File: src/rtl/rtc_irq_pkg.sv
package rtc_irq_pkg;
  localparam int unsigned DATA_W   = 8;
  localparam int unsigned IDX_W    = 4;
  localparam int unsigned N_FIELDS = 3;   // sec, min, hour
  localparam int unsigned N_EVT    = 3;

  localparam logic [IDX_W-1:0] IDX_CTRL = 4'd11;
  localparam logic [IDX_W-1:0] IDX_STAT = 4'd12;

  // status / control bit positions
  localparam int unsigned BIT_SUM = 7;
  localparam int unsigned BIT_PER = 6;
  localparam int unsigned BIT_ALM = 5;
  localparam int unsigned BIT_UPD = 4;

  // event vector order: {per, alm, upd}
  typedef struct packed {
    logic per;
    logic alm;
    logic upd;
  } evt_t;

  function automatic logic [IDX_W-1:0] alarm_idx(input int unsigned f);
    return IDX_W'(2 * f + 1);
  endfunction
endpackage

File: src/rtl/rtc_alarm_match.sv
module rtc_alarm_match #(
  parameter int unsigned NF = rtc_irq_pkg::N_FIELDS,
  parameter int unsigned DW = rtc_irq_pkg::DATA_W
) (
  input  logic [NF-1:0][DW-1:0] cur_i,
  input  logic [NF-1:0][DW-1:0] alarm_i,
  output logic                  match_o
);
  logic [NF-1:0] hit;

  for (genvar g = 0; g < NF; g++) begin : g_field
    logic wild;
    assign wild   = &alarm_i[g][DW-1 -: 2];
    assign hit[g] = wild || (alarm_i[g] == cur_i[g]);
  end

  assign match_o = &hit;
endmodule

File: src/rtl/rtc_alarm_regs.sv
module rtc_alarm_regs
  import rtc_irq_pkg::*;
#(
  parameter int unsigned NF = N_FIELDS,
  parameter int unsigned DW = DATA_W,
  parameter int unsigned IW = IDX_W
) (
  input  logic                  clk_i,
  input  logic                  rst_ni,
  input  logic                  wr_en_i,
  input  logic [IW-1:0]         idx_i,
  input  logic [DW-1:0]         wdata_i,
  output logic [NF-1:0][DW-1:0] alarm_o,
  output logic [DW-1:0]         ctrl_o
);
  for (genvar g = 0; g < NF; g++) begin : g_alarm
    localparam logic [IW-1:0] MY_IDX = IW'(2 * g + 1);
    always_ff @(posedge clk_i or negedge rst_ni) begin
      if (!rst_ni)                          alarm_o[g] <= '0;
      else if (wr_en_i && idx_i == MY_IDX)  alarm_o[g] <= wdata_i;
    end
  end

  always_ff @(posedge clk_i or negedge rst_ni) begin
    if (!rst_ni)                            ctrl_o <= '0;
    else if (wr_en_i && idx_i == IDX_CTRL)  ctrl_o <= wdata_i;
  end
endmodule

File: src/rtl/rtc_evt_flags.sv
module rtc_evt_flags
  import rtc_irq_pkg::*;
(
  input  logic clk_i,
  input  logic rst_ni,
  input  evt_t evt_i,
  input  logic clr_i,
  output evt_t flag_o
);
  // clear and set in one cycle: the new event survives the clear
  always_ff @(posedge clk_i or negedge rst_ni) begin
    if (!rst_ni)     flag_o <= '0;
    else if (clr_i)  flag_o <= evt_i;
    else             flag_o <= flag_o | evt_i;
  end
endmodule

File: src/rtl/rtc_alarm_irq.sv
module rtc_alarm_irq
  import rtc_irq_pkg::*;
#(
  parameter int unsigned DW = DATA_W,
  parameter int unsigned IW = IDX_W
) (
  input  logic          clk_i,
  input  logic          rst_ni,
  input  logic [DW-1:0] sec_i,
  input  logic [DW-1:0] min_i,
  input  logic [DW-1:0] hour_i,
  input  logic          upd_done_i,
  input  logic          periodic_tick_i,
  input  logic [IW-1:0] reg_idx_i,
  input  logic          wr_en_i,
  input  logic          rd_en_i,
  input  logic [DW-1:0] wdata_i,
  output logic [DW-1:0] rdata_o,
  output logic          irq_no
);
  localparam int unsigned NF = N_FIELDS;

  logic [NF-1:0][DW-1:0] cur;
  logic [NF-1:0][DW-1:0] alarm_q;
  logic [DW-1:0]         ctrl_q;
  logic                  match;
  evt_t                  evt;
  evt_t                  flag_q;
  evt_t                  en;
  logic                  sum;
  logic                  stat_rd;

  assign cur = {hour_i, min_i, sec_i};

  rtc_alarm_regs #(.NF(NF), .DW(DW), .IW(IW)) u_regs (
    .clk_i   (clk_i),
    .rst_ni  (rst_ni),
    .wr_en_i (wr_en_i),
    .idx_i   (reg_idx_i),
    .wdata_i (wdata_i),
    .alarm_o (alarm_q),
    .ctrl_o  (ctrl_q)
  );

  rtc_alarm_match #(.NF(NF), .DW(DW)) u_match (
    .cur_i   (cur),
    .alarm_i (alarm_q),
    .match_o (match)
  );

  assign evt.per = periodic_tick_i;
  assign evt.alm = upd_done_i && match;
  assign evt.upd = upd_done_i;
  assign stat_rd = rd_en_i && (reg_idx_i == IDX_STAT);

  rtc_evt_flags u_flags (
    .clk_i  (clk_i),
    .rst_ni (rst_ni),
    .evt_i  (evt),
    .clr_i  (stat_rd),
    .flag_o (flag_q)
  );

  assign en     = {ctrl_q[BIT_PER], ctrl_q[BIT_ALM], ctrl_q[BIT_UPD]};
  assign sum    = |(flag_q & en);
  assign irq_no = ~sum;

  always_comb begin
    rdata_o = '0;
    for (int f = 0; f < int'(NF); f++)
      if (reg_idx_i == alarm_idx(f)) rdata_o = alarm_q[f];
    if (reg_idx_i == IDX_CTRL) rdata_o = ctrl_q;
    if (reg_idx_i == IDX_STAT) begin
      rdata_o[BIT_SUM] = sum;
      rdata_o[BIT_PER] = flag_q.per;
      rdata_o[BIT_ALM] = flag_q.alm;
      rdata_o[BIT_UPD] = flag_q.upd;
    end
  end
endmodule

File: config.mk
export PLATFORM = sky130hd
export DESIGN_NAME = rtc_alarm_irq
export DESIGN_NICKNAME = d
export VERILOG_FILES = /design/src/rtl/rtc_irq_pkg.sv /design/src/rtl/rtc_alarm_match.sv /design/src/rtl/rtc_alarm_regs.sv /design/src/rtl/rtc_evt_flags.sv /design/src/rtl/rtc_alarm_irq.sv
export SDC_FILE = /design/constraint.sdc
export NUM_CORES = 1
export LEC_CHECK = 0
export BUFFER_PORTS_ARGS = -buffer_cell sky130_fd_sc_hd__buf_2
export CELL_PAD_IN_SITES_DETAIL_PLACEMENT = 0
export CELL_PAD_IN_SITES_GLOBAL_PLACEMENT = 2
export CORE_ASPECT_RATIO = 0.6
export CORE_MARGIN = 4
export CORE_UTILIZATION = 34
export DETAILED_ROUTE_END_ITERATION = 8
export GPL_ROUTABILITY_DRIVEN = 0
export PLACE_DENSITY = 0.77
export SETUP_SLACK_MARGIN = 0.05
export SYNTH_ARGS = -nofsm -noshare
export SYNTH_HDL_FRONTEND = slang
export SYNTH_HIERARCHICAL = 1
export SYNTH_SLANG_ARGS = --single-unit
File: constraint.sdc
create_clock -name clk_i -period 1.7 [get_ports clk_i]
set_input_delay 0 -clock clk_i [delete_from_list [all_inputs] [get_ports clk_i]]
set_output_delay 0 -clock clk_i [all_outputs]
set_load 0.01 [all_outputs]
# Word-level counts from Yosys, hierarchy flattened
# Index checks and enable logic that the tools add are counted.
classes:
  bitwise: 3
  mux: 6
  reduce_logical: 14
  eq_ne: 8
ops:
  columns: ["op", "n"]
  rows:
  - ["$mux 8", 4]
  - ["$eq 8x8->1", 3]
  - ["$eq 4x4->1 const B", 2]
  - ["$logic_and 1x1->1", 6]
  - ["$reduce_and 2->1", 3]
  - ["$eq 4x1->1 const B", 1]
  - ["$eq 4x2->1 const B", 1]
  - ["$eq 4x3->1 const B", 1]
  - ["$mux 4", 1]
  - ["$and 3x3->3", 1]
  - ["$logic_or 1x1->1", 3]
  - ["$mux 3", 1]
  - ["$or 3x3->3", 1]
  - ["$reduce_and 3->1", 1]
  - ["$reduce_or 3->1", 1]
  - ["$not 1->1", 1]
totals:
  ff_bits: 35

# Logic depth before layout (Yosys ltp)
depth:
  word_depth: 6
  ltp_mapped: 6
  mapped_depth_nobuf: 6

# Cells and area by module
# The synthesis kept the hierarchy.
modules_own_cells:
  columns: ["module", "seq_area_each_um2", "area_per_inst_um2", "n_inst", "cells_per_inst"]
  rows:
  - ["rtc_alarm_regs", 800.8, 1280.0, 1, 71]
  - ["rtc_alarm_irq", 0.0, 412.9, 1, 70]
  - ["rtc_alarm_match", 0.0, 280.3, 1, 34]
  - ["rtc_evt_flags", 75.1, 101.3, 1, 7]

# Worst setup path after synthesis
# OpenSTA, ideal clock, no wires.
synth_path:
  path_type: "flip-flop to flip-flop"
  start: "register u_regs/alarm_o[23] (netlist bit)"
  end: "register u_flags/flag_o[1] (netlist bit)"
  path_slack_ns: 0.380
  setup_time_ns: 0.064
  path_stages_with_launch: 7
  t_arrival_ns: 1.256
  t_required_ns: 1.636
  path_buffers: 0
  path_cell_list: "dfrtp_1 xor2_1 nor4_1 a22oi_1 nor3_2 and2_1 a21o_1"
synth_lines:
  columns: ["element", "line_no", "text"]
  rows:
  - ["start, declared", "rtc_alarm_regs.sv:13", "output logic [NF-1:0][DW-1:0] alarm_o,"]
  - ["start signal, assigned by index", "rtc_alarm_regs.sv:20", "else if (wr_en_i && idx_i == MY_IDX) alarm_o[g] <= wdata_i;"]
  - ["end signal, assigned", "rtc_evt_flags.sv:13", "else if (clr_i) flag_o <= evt_i;"]
  - ["end signal, assigned", "rtc_evt_flags.sv:14", "else flag_o <= flag_o | evt_i;"]
  - ["end, declared", "rtc_evt_flags.sv:8", "output evt_t flag_o"]

==> flow_metrics.env <==
export IMPL_avgSynthCellArea_sq_um=11.4
export IMPL_tightestPinTransition_ps=803
export IMPL_cts_buffer_depth=2
export IMPL_worstRegToRegCells=6
export IMPL_crit_fanout=4
export IMPL_fmax_mhz=663
export IMPL_synth_top_flop_cell="dfrtp_1"
export IMPL_yosysUniqueCellTypes=37
export IMPL_irDropWorstVdd_mv=0.432
export IMPL_routed_wl_um=5460
export IMPL_hold_path_class="in -> reg"
export IMPL_synth_top_area_share=0.422
export IMPL_antenna_found_initial=0
export IMPL_yosys_warnings=6
export IMPL_synth_seq_cells=35
export IMPL_maxCapViolCount=0
export IMPL_firstDrtPassIters=4
export IMPL_dp_slack_ps=111
export IMPL_start_util=0.362
export IMPL_synthSimpleGateAreaFrac=0.150
export IMPL_crit_path_start_kind="flip-flop"
export IMPL_maxSlewViolCount=0
export IMPL_muxShareOfSynthArea=0.198
export IMPL_final_net_count=284
export IMPL_area_growth_pct=23.2
export IMPL_min_period_over_period=0.888
export IMPL_dr_first_iter_drc_count=94
export IMPL_cts_root_buffer="clkbuf_8"
export IMPL_setup_total_negative_slack_ps=0
export IMPL_dp_cells=312
export IMPL_grt_pass1_vias=1645
export IMPL_yosys_area_share_adder=0
export IMPL_io_buffers=50
export IMPL_n_antenna_cell=0
export IMPL_final_common_cell="buf_2"
export IMPL_powerDensity_mw_per_mm2=941
export IMPL_fp_dieH_um=68.5
export IMPL_fin_util=0.446
export IMPL_cp_arrival_ps=1740
export IMPL_clock_skew_final_ps=3.62
export IMPL_clk_latency_ps=280
export IMPL_fp_dieW_um=109
export IMPL_setup_viol=0
export IMPL_hold_viol=0
export IMPL_mostFrequentLayoutCells="buf_2, dfrtp_1, xor2_1, mux2_2, o21ai_0"
export IMPL_ys_top_cells_by_area="dfrtp_1, mux2_2, xor2_1"
export IMPL_core_area_sq_mm=0.00573
export IMPL_rsz0062_at_grt="no"
export IMPL_vias_per_cell=4.85
export IMPL_maxSlewHeadroom=0.465
export IMPL_postCtsSetupBuffers=0
export IMPL_antenna_left=0
export IMPL_syn_cell_area_sq_mm=0.00207
export IMPL_synthCells=182
export IMPL_critPathRequiredTime_ps=1930
export IMPL_tritoncts="yes"
export IMPL_hpwl_um=4380
export IMPL_drc=0
export IMPL_path_class="reg -> reg"
export IMPL_row_count=21
export IMPL_synth_top_family_by_area="multiplexers"
export IMPL_drive_gt1_frac=0.440
export IMPL_cts_buffers=5
export IMPL_wl_per_cell_um=16.9
export IMPL_htreeDepth=2
export IMPL_grt_pass1_wl_um=9010
export IMPL_synth_edf_count=0
export IMPL_vias=1568
export IMPL_fin_crit_ps=1510
export IMPL_dieArea_sq_mm=0.00746
export IMPL_finalPower_uw=2410
export IMPL_fin_cells=323
export IMPL_outcome="completed"
export IMPL_async_flop_share=1.00
export IMPL_critPathCaptureType="flip-flop"
export IMPL_setup_slack_ps=191
export IMPL_p_leak_uw=0.00120
export IMPL_io_pins=51
export IMPL_synth_compound_area_share=0.0959
export IMPL_grt_max_degree=36
export IMPL_yosys_area_top_type="dfrtp_1"
export IMPL_synth_xor_area_share=0.101
export IMPL_cts_clk_slew_worst_paths_ps=70
export IMPL_whs_path_depth=2
export IMPL_synth_fp_nets=224
export IMPL_gr_usage_all_layers=0.163
export IMPL_ys_seq_area_frac=0.422
export IMPL_overflow=0
export IMPL_numClockSinks=35
path summary, 6_finish.rpt:
check	start	to	slack, ps
worst max-delay path	u_regs/alarm_o[23]	u_flags/flag_o[1]	190
worst min-delay path	wdata_i[0]	u_regs/alarm_o[16]	30
worst max register to register	u_regs/alarm_o[23]	u_flags/flag_o[1]	190
worst min register to register	u_regs/ctrl_o[7]	u_regs/ctrl_o[7]	520
max in group asynchronous	rst_ni	u_regs/alarm_o[3]	850
min in group asynchronous	rst_ni	u_regs/ctrl_o[1]	340
state kept, by name, indices dropped and copies added (netlist names):
name and cells:
u_flags/flag_o 3, u_regs/alarm_o 24, u_regs/ctrl_o 8
repair_timing:
item                                    4_1_cts  5_1_grt
gates resized for setup                       0        3
hold buffers                                  3        0
endpoints found under the hold margin        37        0
endpoints found under the setup margin        0        1
metrics by stage:
step	cell area (sq um)	hold slack [ps]
finish	2560	33.0
global route	2560	26.7
CTS	2540	17.4
detailed placement	2420	138
global placement	2420	125
floorplan	2070	-296
worst max-delay path, cell delays in order, from the launching register on:
cell	delay, ps
dfrtp_1	440
xor2_1	190
nor4_2	300
a22oi_2	130
nor3_2	170
and2_1	140
a21o_1	80
cells in the mapped netlist (3+ instances only):
cell type and count:
a21oi_1 10, a22oi_1 3, nor2_1 9, buf_2 3, mux2_4 8, dfrtp_1 35, nand2_1 7, inv_1 6
nand3_1 4, a21o_1 3, nor4_1 6, o21ai_0 11, xor2_1 24, mux2_2 24
power by group:
| part | switching (uW) | internal, uW | total (uW) | leakage (uW) |
|---|---|---|---|---|
| Clock | 294 | 280 | 574 | 0.0000477 |
| Combinational | 269 | 350 | 618 | 0.000730 |
| Sequential | 200 | 1010 | 1210 | 0.000424 |
| Total | 763 | 1640 | 2410 | 0.00120 |
layer usage:
metal / vias up / part of all wire / global-route usage
met5: - / 0 / 0
met4: 0 / 0.0081 / 0.0472
met3: 5 / 0.085 / 0.0353
met1: 739 / 0.52 / 0.260
li1: 771 / - / -
met2: 53 / 0.38 / 0.212
layout make-up:
class | count | area, sq um
Clock inverter | 3 | 15.0
Inverter | 6 | 22.5
Timing Repair Buffer | 59 | 325
Clock buffer | 5 | 68.8
Multi-Input combinational cell | 135 | 1150
Fill cell | 583 | 3170
Tap cell | 80 | 100
Sequential cell | 35 | 876
kinds of logic (layout without fill, tap and decap cells):
| kind of cell | count (synthesis) | count (layout) |
|---|---|---|
| and+or+nand+nor | 45 | 45 |
| DFF | 35 | 35 |
| muxes | 34 | 34 |
| buffers and inverters | 12 | 73 |
| AOI/OAI and AO/OA | 32 | 32 |
| xor gates and xnor gates | 24 | 24 |
Power figures use the tool's default switching activity.
